[src/rtl/mbx_irq_agg_pkg.sv]
package mbx_irq_agg_pkg;
  // Number of mailbox lanes in the status word (one empty bit and one full bit each)
  localparam int unsigned LANES  = 8;
  localparam int unsigned STAT_W = 2 * LANES;

  // Word addresses (byte offset >> 2) of the register map
  localparam int unsigned ENA_BASE_WORD = 'h040;  // 0x100
  localparam int unsigned VEC_WORD      = 'h0C0;  // 0x300
  localparam int unsigned STAT_WORD     = 'h0C1;  // 0x304
  localparam int unsigned DIM_WORD      = 'h0E0;  // 0x380

  // Packs the five 4-bit resource counts into the read-only description word
  function automatic logic [31:0] dim_word(input int unsigned n_mbox,
                                           input int unsigned n_ssem,
                                           input int unsigned n_asem,
                                           input int unsigned n_dbell,
                                           input int unsigned n_shirq);
    dim_word = {12'h000, 4'(n_shirq), 4'(n_dbell), 4'(n_asem), 4'(n_ssem), 4'(n_mbox)};
  endfunction
endpackage

[src/rtl/mbx_agg_status.sv]
module mbx_agg_status
  import mbx_irq_agg_pkg::*;
#(
  parameter int unsigned NUM_MBOX = 8
) (
  input  logic                clk,
  input  logic                rst_n,
  input  logic [NUM_MBOX-1:0] empty_i,
  input  logic [NUM_MBOX-1:0] full_i,
  output logic [STAT_W-1:0]   stat_o
);
  logic [LANES-1:0]  empty_pad;
  logic [LANES-1:0]  full_pad;
  logic [STAT_W-1:0] stat_d;
  logic [STAT_W-1:0] stat_q;

  // Lanes of absent mailboxes stay at zero
  always_comb begin
    empty_pad                 = '0;
    full_pad                  = '0;
    empty_pad[NUM_MBOX-1:0]   = empty_i;
    full_pad[NUM_MBOX-1:0]    = full_i;
    stat_d                    = {full_pad, empty_pad};
  end

  always_ff @(posedge clk or negedge rst_n) begin
    if (!rst_n) begin
      stat_q <= '0;
    end else begin
      stat_q <= stat_d;
    end
  end

  assign stat_o = stat_q;
endmodule

[src/rtl/mbx_agg_enables.sv]
module mbx_agg_enables
  import mbx_irq_agg_pkg::*;
#(
  parameter int unsigned NUM_SHIRQ = 4
) (
  input  logic                        clk,
  input  logic                        rst_n,
  input  logic [NUM_SHIRQ-1:0]        wr_sel_i,
  input  logic [STAT_W-1:0]           wdata_i,
  input  logic [STAT_W-1:0]           stat_i,
  output logic [NUM_SHIRQ*STAT_W-1:0] en_flat_o,
  output logic [NUM_SHIRQ-1:0]        irq_o
);
  for (genvar i = 0; i < NUM_SHIRQ; i++) begin : g_line
    logic [STAT_W-1:0] en_d;
    logic [STAT_W-1:0] en_q;

    always_comb begin
      en_d = en_q;
      if (wr_sel_i[i]) begin
        en_d = wdata_i;
      end
    end

    always_ff @(posedge clk or negedge rst_n) begin
      if (!rst_n) begin
        en_q <= '0;
      end else begin
        en_q <= en_d;
      end
    end

    assign en_flat_o[i*STAT_W +: STAT_W] = en_q;
    assign irq_o[i]                      = |(stat_i & en_q);
  end
endmodule

[src/rtl/mbx_agg_regif.sv]
module mbx_agg_regif
  import mbx_irq_agg_pkg::*;
#(
  parameter int unsigned ADDR_W    = 12,
  parameter int unsigned NUM_SHIRQ = 4,
  parameter logic [31:0] DIM_VALUE = 32'h0
) (
  input  logic                        clk,
  input  logic                        rst_n,
  input  logic [ADDR_W-1:0]           addr_i,
  input  logic                        we_i,
  input  logic [STAT_W-1:0]           stat_i,
  input  logic [NUM_SHIRQ*STAT_W-1:0] en_flat_i,
  input  logic [NUM_SHIRQ-1:0]        irq_i,
  output logic [NUM_SHIRQ-1:0]        wr_sel_o,
  output logic [31:0]                 rdata_o
);
  localparam int unsigned WORD_W = ADDR_W - 2;

  logic [WORD_W-1:0] word;
  logic [NUM_SHIRQ-1:0] ena_hit;
  logic [31:0] rd_d;
  logic [31:0] rd_q;
  logic        addr_unused;

  assign word        = addr_i[ADDR_W-1:2];
  assign addr_unused = ^addr_i[1:0];

  for (genvar i = 0; i < NUM_SHIRQ; i++) begin : g_dec
    assign ena_hit[i]  = (word == WORD_W'(ENA_BASE_WORD + i));
    assign wr_sel_o[i] = we_i & ena_hit[i];
  end

  always_comb begin
    rd_d = '0;
    if (word == WORD_W'(STAT_WORD)) begin
      rd_d = 32'(stat_i);
    end else if (word == WORD_W'(VEC_WORD)) begin
      rd_d = 32'(irq_i);
    end else if (word == WORD_W'(DIM_WORD)) begin
      rd_d = DIM_VALUE;
    end else begin
      for (int i = 0; i < NUM_SHIRQ; i++) begin
        if (ena_hit[i]) begin
          rd_d = 32'(en_flat_i[i*STAT_W +: STAT_W]);
        end
      end
    end
  end

  always_ff @(posedge clk or negedge rst_n) begin
    if (!rst_n) begin
      rd_q <= '0;
    end else begin
      rd_q <= rd_d;
    end
  end

  assign rdata_o = rd_q;
endmodule

[src/rtl/mbx_irq_agg.sv]
module mbx_irq_agg
  import mbx_irq_agg_pkg::*;
#(
  parameter int unsigned NUM_MBOX  = 8,
  parameter int unsigned NUM_SHIRQ = 4,
  parameter int unsigned NUM_SSEM  = 4,
  parameter int unsigned NUM_ASEM  = 4,
  parameter int unsigned NUM_DBELL = 8,
  parameter int unsigned ADDR_W    = 12
) (
  input  logic                 clk,
  input  logic                 rst_n,
  input  logic [NUM_MBOX-1:0]  mbox_empty,
  input  logic [NUM_MBOX-1:0]  mbox_full,
  input  logic [ADDR_W-1:0]    reg_addr,
  input  logic                 reg_we,
  input  logic [31:0]          reg_wdata,
  output logic [31:0]          reg_rdata,
  output logic [NUM_SHIRQ-1:0] irq
);
  localparam logic [31:0] DIM_VALUE =
    dim_word(NUM_MBOX, NUM_SSEM, NUM_ASEM, NUM_DBELL, NUM_SHIRQ);

  logic [1:0]                  rst_sync_q;
  logic                        rst_act_n;
  logic [STAT_W-1:0]           stat;
  logic [NUM_SHIRQ*STAT_W-1:0] en_flat;
  logic [NUM_SHIRQ-1:0]        wr_sel;
  logic                        wdata_unused;

  assign wdata_unused = ^reg_wdata[31:STAT_W];

  // Asynchronous assertion, synchronous release
  always_ff @(posedge clk or negedge rst_n) begin
    if (!rst_n) begin
      rst_sync_q <= 2'b00;
    end else begin
      rst_sync_q <= {rst_sync_q[0], 1'b1};
    end
  end
  assign rst_act_n = rst_sync_q[1];

  mbx_agg_status #(.NUM_MBOX(NUM_MBOX)) u_status (
    .clk     (clk),
    .rst_n   (rst_act_n),
    .empty_i (mbox_empty),
    .full_i  (mbox_full),
    .stat_o  (stat)
  );

  mbx_agg_enables #(.NUM_SHIRQ(NUM_SHIRQ)) u_enables (
    .clk       (clk),
    .rst_n     (rst_act_n),
    .wr_sel_i  (wr_sel),
    .wdata_i   (reg_wdata[STAT_W-1:0]),
    .stat_i    (stat),
    .en_flat_o (en_flat),
    .irq_o     (irq)
  );

  mbx_agg_regif #(
    .ADDR_W    (ADDR_W),
    .NUM_SHIRQ (NUM_SHIRQ),
    .DIM_VALUE (DIM_VALUE)
  ) u_regif (
    .clk       (clk),
    .rst_n     (rst_act_n),
    .addr_i    (reg_addr),
    .we_i      (reg_we),
    .stat_i    (stat),
    .en_flat_i (en_flat),
    .irq_i     (irq),
    .wr_sel_o  (wr_sel),
    .rdata_o   (reg_rdata)
  );
endmodule

[config.mk]
export PLATFORM = sky130hd
export DESIGN_NAME = mbx_irq_agg
export DESIGN_NICKNAME = d
export VERILOG_FILES = /design/src/rtl/mbx_irq_agg_pkg.sv /design/src/rtl/mbx_agg_status.sv /design/src/rtl/mbx_agg_enables.sv /design/src/rtl/mbx_agg_regif.sv /design/src/rtl/mbx_irq_agg.sv
export SDC_FILE = /design/constraint.sdc
export NUM_CORES = 1
export LEC_CHECK = 0
export ABC_CLOCK_PERIOD_IN_PS = 4100
export BUFFER_PORTS_ARGS = -buffer_cell sky130_fd_sc_hd__buf_2
export CORE_UTILIZATION = 39
export DETAILED_ROUTE_END_ITERATION = 8
export PLACE_DENSITY_LB_ADDON = 0.25
export SETUP_SLACK_MARGIN = 0.5
export SYNTH_ARGS = -nofsm -noshare
export SYNTH_HDL_FRONTEND = slang
export SYNTH_SLANG_ARGS = --single-unit
[constraint.sdc]
create_clock -name clk -period 4.1 [get_ports clk]
set_input_delay 0.82 -clock clk [delete_from_list [all_inputs] [get_ports clk]]
set_output_delay 0.82 -clock clk [all_outputs]
set_load 0.02 [all_outputs]
After elaboration in Yosys (flattened, before gate mapping). Index checks and enable logic that the tools add are counted.

Logic and storage cells: 33. Output and inout port bits: 36. Input bits: 63. Bits in registers: 114.

Bitwise operators: 8. Muxes and demuxes: 7. Reductions and logical operators: 4. Eq/ne operators: 7.

Operators by type and width (count): 2-to-1 mux 32 bit (3); bitwise AND 16 bit (4); 2-to-1 mux 16 bit (4); OR reduction 16 bit (4); == test 10 x 7 -> 1 bit (second input constant) (4); == test 10 x 8 -> 1 bit (second input constant) (3); bitwise AND 1 bit (4).

Depth between registers and ports, before layout.
Depth after elaboration: 8. Mapped depth: 7.

Cells and area by module. Synthesis repeated with hierarchy kept, for this count alone.

Cell total of the unflattened synthesis: 298. Area, all modules: 4750.8 µm².

By module, submodules not included: mbx_agg_enables (cells an instance 172, area an instance 2892.8 µm², seq. area each 1601.5 µm², times used 1); mbx_agg_regif (cells an instance 107, area an instance 1403.8 µm², seq. area each 425.4 µm², times used 1); mbx_agg_status (cells an instance 16, area an instance 400.4 µm², seq. area each 400.4 µm², times used 1); mbx_irq_agg (cells an instance 3, area an instance 53.8 µm², seq. area each 50.0 µm², times used 1).

Least setup slack after synthesis. No wires, ideal clock.

Path type: input-to-reg. Start point: input port reg_addr[7]. End point: register u_enables.g_line[1].en_q[10]. Stages: 6. Arrival: 2.244 ns. Slack: 1.731 ns. Path buffers: 2. Path through: buf_6 -> nor4b_4 -> nand4_1 -> nor2_4 -> buf_6 -> mux2_2.

Cells in the longest elaborated chain, start to end: 2.

Ends and longest elaborated chain: from (decl) (RTL line mbx_irq_agg.sv:15) `input logic [ADDR_W-1:0] reg_addr,`; == test 10 x 7 -> 1 bit (RTL line mbx_agg_regif.sv:30) `assign ena_hit[i] = (word == WORD_W'(ENA_BASE_WORD + i));`; bitwise AND 1 bit (RTL line mbx_agg_regif.sv:31) `assign wr_sel_o[i] = we_i & ena_hit[i];`; to (signal assigned) (RTL line mbx_agg_enables.sv:29) `en_q <= en_d;`; to (decl) (RTL line mbx_agg_enables.sv:16) `logic [STAT_W-1:0] en_q;`.

Every way passes these cells. A chain may end at the register's enable or synchronous reset.

Final worst setup path.
Start point: register u_status.stat_q[4] (netlist: u_status.stat_o[4]). End point: output port irq[3].

Cells in the longest elaborated chain, start to end: 2.

Ends and longest elaborated chain: from (decl) (RTL line mbx_agg_status.sv:15) `logic [STAT_W-1:0] stat_q;`; from (signal assigned) (RTL line mbx_agg_status.sv:30) `stat_q <= stat_d;`; bitwise AND 16 bit (RTL line mbx_agg_enables.sv:34) `assign irq_o[i] = |(stat_i & en_q);`; OR reduction 16 bit (RTL line mbx_agg_enables.sv:34); to (decl) (RTL line mbx_irq_agg.sv:19) `output logic [NUM_SHIRQ-1:0] irq`.

Every way passes these cells.

==> impl_metrics.env <==
export IMPL_run_status="finished clean"
export IMPL_finalWorstPathRequiredPeriod_ns=2.73
export IMPL_grt_setup_unrepaired="false"
export IMPL_total_stage_count_of_the_critical_path=5
export IMPL_synth_area_um2=4500
export IMPL_drt_pass1_iterations=4
export IMPL_cts_hold_buffers_added=0
export IMPL_register_area_um2=2480
export IMPL_static_leakage_power_nw=2.57
export IMPL_postRouteWirelength_mm=10.8
export IMPL_fillers=1004
export IMPL_die_height_um=109
export IMPL_synthesis_yosys_warnings=0
export IMPL_grt_max_degree=68
export IMPL_placement_io_buffers=65
export IMPL_crit_path_max_fanout=5
export IMPL_slew_viol_final=0
export IMPL_clk_latency_ns=0.34
export IMPL_clk_path_buf_depth=2
export IMPL_slew_headroom_pct=42.4
export IMPL_io_pins=99
export IMPL_hpwlAfterDp_mm=7.58
export IMPL_num_antenna_cells=0
export IMPL_cpMaxStageDelayCell="sky130_fd_sc_hd__nor4_1"
export IMPL_crit_path_cell_chain="a22oi_1 -> nand2_1 -> nor4_1 -> inv_1 -> buf_2"
export IMPL_worstPathArrival_ns=1.91
export IMPL_critPathMaxStageDelay_ns=0.48
export IMPL_combPwrFrac_pct=6.1
export IMPL_grt_busiest_layer="met2"
export IMPL_maximum_clock_rate_mhz=366
export IMPL_crit_end="irq[3]"
export IMPL_ff2ff_setup_slack_ns=2.44
export IMPL_clk_pin_slew_ns=0.07
export IMPL_worst_slew_pin_transition_ns=0.864
export IMPL_clockRootBuffer="sky130_fd_sc_hd__clkbuf_16"
export IMPL_grt_antenna_before_repair=0
export IMPL_finalHoldViolCount=0
export IMPL_cellPowerDensity_nw_per_um2=372
export IMPL_multi_input_gate_area_in_the_final_layout_um2=1860
export IMPL_fp_dieArea_um2=12000
export IMPL_cts_max_level=3
export IMPL_min_period_over_period_pct=66.7
export IMPL_grt_met2_usage_pct=29.9
export IMPL_postSynthAreaPerCell_um2=14.8
export IMPL_dieWidth_um=109
export IMPL_pwr_share_clk_pct=40.3
export IMPL_clock_sinks=99
export IMPL_routedWlPerCell_um=21.0
export IMPL_hold_path_class="input pin to async pin"
export IMPL_synth_cells=304
export IMPL_design_power_total_w=0.00192
export IMPL_finalClockSkew_ns=0.0118
export IMPL_setup_total_negative_slack_ns=0
export IMPL_initial_utilization_pct=40.8
export IMPL_rows=38
export IMPL_worst_r2r_start="u_status.stat_o[5]"
export IMPL_net_switching_power_w=0.000466
export IMPL_drv_cap=0
export IMPL_setup_viol=0
export IMPL_path_class="flop to output port"
export IMPL_globalRouteMet3Util_pct=5.33
export IMPL_cp_required_ns=3.28
export IMPL_mostFrequentLayoutCell="sky130_fd_sc_hd__dfrtp_1"
export IMPL_fraction_of_final_layout_cells_with_drive_strength_greater_than_1_pct=44.8
export IMPL_power_report_internal_total_w=0.00146
export IMPL_vias=2895
export IMPL_cts_buffers=9
export IMPL_final_antenna_net_count=0
export IMPL_power_frac_seq_pct=53.6
export IMPL_ctsResizeCount=0
export IMPL_grt_ovfl_total=0
export IMPL_startpoint_type="flop"
export IMPL_drcViolationCount=0
export IMPL_ys_seq_area_share_pct=55.1
export IMPL_synth_cell_types=35
export IMPL_critPathCaptureType="output port"
export IMPL_rr_worst_depth=4
export IMPL_final_net_count=433
export IMPL_cts_tree="yes"
export IMPL_leading_cell_types_in_the_layout_fill_and_taps_excluded="sky130_fd_sc_hd__dfrtp_1, sky130_fd_sc_hd__buf_2, sky130_fd_sc_hd__mux2_2"
export IMPL_gp_congestion=0.833
export IMPL_drt_vias_per_instance=5.62
export IMPL_dr_first_iter_drc_count=156
export IMPL_grt_first_pass_wirelength_mm=16.7
export IMPL_grt_pass1_vias=2911
export IMPL_synthToLayoutAreaGrowth_pct=14.7
export IMPL_use_met1_pct=27.5
export IMPL_vdd_ir_drop_max_v=0.000264
export IMPL_fp_coreArea_um2=11000
export IMPL_reg2reg_to="u_regif.rdata_o[0]"
export IMPL_grt_use_total_pct=19.7
export IMPL_path_buf_inv=2
export IMPL_cp_startpoint="u_status.stat_o[4]"
export IMPL_timing_critical_path_max_delay_family="simple AND/OR/NAND/NOR gates"
export IMPL_synthesized_flop_and_latch_total=99
export IMPL_postCtsSetupRepairBufs=0
export IMPL_swShare_pct=24.3
-- final cells by class --
class / count / area share (%)
clock buffer: 11 / 4.51
clock inverter: 5 / 0.751
inverter: 3 / 0.218
multi-input combinational: 187 / 36.0
sequential: 99 / 48.1
tap: 140 / 3.39
timing repair buffer: 70 / 7.03
-- synthesized netlist by cell type --
| library cell | n | share of area [%] |
|---|---|---|
| sky130_fd_sc_hd__dfrtp_1 | 99 | 55 |
| sky130_fd_sc_hd__mux2_2 | 64 | 16 |
| sky130_fd_sc_hd__a22o_1 | 21 | 4.1 |
| sky130_fd_sc_hd__buf_4 | 18 | 3.0 |
| sky130_fd_sc_hd__a221oi_1 | 13 | 2.5 |
| sky130_fd_sc_hd__mux4_2 | 13 | 6.5 |
| sky130_fd_sc_hd__a22oi_1 | 11 | 1.8 |
| sky130_fd_sc_hd__o2bb2ai_1 | 6 | 1.2 |
| sky130_fd_sc_hd__nand4_1 | 5 | 0.70 |
| sky130_fd_sc_hd__clkbuf_1 | 4 | 0.33 |
| sky130_fd_sc_hd__nand2_1 | 4 | 0.33 |
| sky130_fd_sc_hd__nor3b_1 | 4 | 0.67 |
| sky130_fd_sc_hd__a32o_1 | 3 | 0.67 |
| sky130_fd_sc_hd__a32oi_1 | 3 | 0.58 |
| sky130_fd_sc_hd__buf_2 | 3 | 0.33 |
| sky130_fd_sc_hd__buf_6 | 3 | 0.75 |
| sky130_fd_sc_hd__inv_1 | 3 | 0.25 |
| sky130_fd_sc_hd__mux2i_1 | 3 | 0.67 |
| sky130_fd_sc_hd__o21ai_0 | 3 | 0.33 |
| sky130_fd_sc_hd__and2_1 | 2 | 0.28 |
| sky130_fd_sc_hd__and3_1 | 2 | 0.28 |
| sky130_fd_sc_hd__conb_1 | 2 | 0.17 |
| sky130_fd_sc_hd__nand4_2 | 2 | 0.56 |
| sky130_fd_sc_hd__nor2_1 | 2 | 0.17 |
| sky130_fd_sc_hd__a211oi_1 | 1 | 0.17 |
| sky130_fd_sc_hd__and3b_1 | 1 | 0.19 |
| sky130_fd_sc_hd__buf_1 | 1 | 0.083 |
| sky130_fd_sc_hd__nand3_1 | 1 | 0.11 |
| sky130_fd_sc_hd__nand4_4 | 1 | 0.47 |
| sky130_fd_sc_hd__nor2_4 | 1 | 0.25 |
| sky130_fd_sc_hd__nor2b_1 | 1 | 0.14 |
| sky130_fd_sc_hd__nor4_1 | 1 | 0.14 |
| sky130_fd_sc_hd__nor4_4 | 1 | 0.47 |
| sky130_fd_sc_hd__nor4b_4 | 1 | 0.53 |
| sky130_fd_sc_hd__or4_1 | 1 | 0.17 |
-- worst min path at each step --
stage,start,endpoint,slack [ns],cells after the start
global route,rst_n,rst_sync_q[1],0.23,1
CTS,rst_n,rst_sync_q[1],0.24,1
detailed placement,rst_sync_q[0],rst_sync_q[1],0.34,0
global placement,rst_sync_q[0],rst_sync_q[1],0.34,0
floorplan,rst_sync_q[0],rst_sync_q[1],0.33,0
finish,rst_n,rst_sync_q[1],0.25,1
-- layer usage --
| layer | share of wire, % | vias up | wire length, um |
|---|---|---|---|
| met4 | 1.5 | 0 | 167 |
| met5 | 0 | - | 0 |
| met2 | 47 | 119 | 5120 |
| li1 | - | 1290 | - |
| met1 | 44 | 1475 | 4770 |
| met3 | 7.2 | 11 | 779 |
-- per-stage QoR --
step                      util (%)  std cells  hold WS [ns]  instance area (um^2)  setup WS [ns]
after floorplan                  -        318         0.331                  4550           1.14
after global placement        44.3        499         0.338                  4890           1.16
after detailed placement      44.3        499         0.338                  4890           1.12
after CTS                     46.8        515         0.239                  5160           1.33
after global routing          46.8        515         0.232                  5160           1.24
final                         46.8        515         0.245                  5160           1.37
-- power by group through the flow --
stage	Combinational, W	Sequential (W)	Clock [W]
4_1_cts	0.000119	0.00103	0.000793
5_1_grt	0.000129	0.00103	0.000832
6_report	0.000117	0.00103	0.000774
2_1_floorplan	0.0000769	0.00104	0
3_5_place_dp	0.000118	0.00105	0
3_3_place_gp	0.000117	0.00105	0
-- kinds of logic (layout without fill, tap and decap cells) --
kind of cell    Yosys count  after routing  share of synthesized area, %
flops                    99             99                          55.1
other cells               2             16                         0.167
mux                      80             80                          23.2
buf+inv                  32             89                          4.75
compound gates           61             61                          11.4
simple gates             30             30                          5.45
-- sequential cells by signal, indices dropped and copies added (netlist names) --
register               flops
rst_sync_q                 2
u_enables.g_line.en_q     64
u_regif.rdata_o           17
u_status.stat_o           16
(Power assumes the default switching activity.)
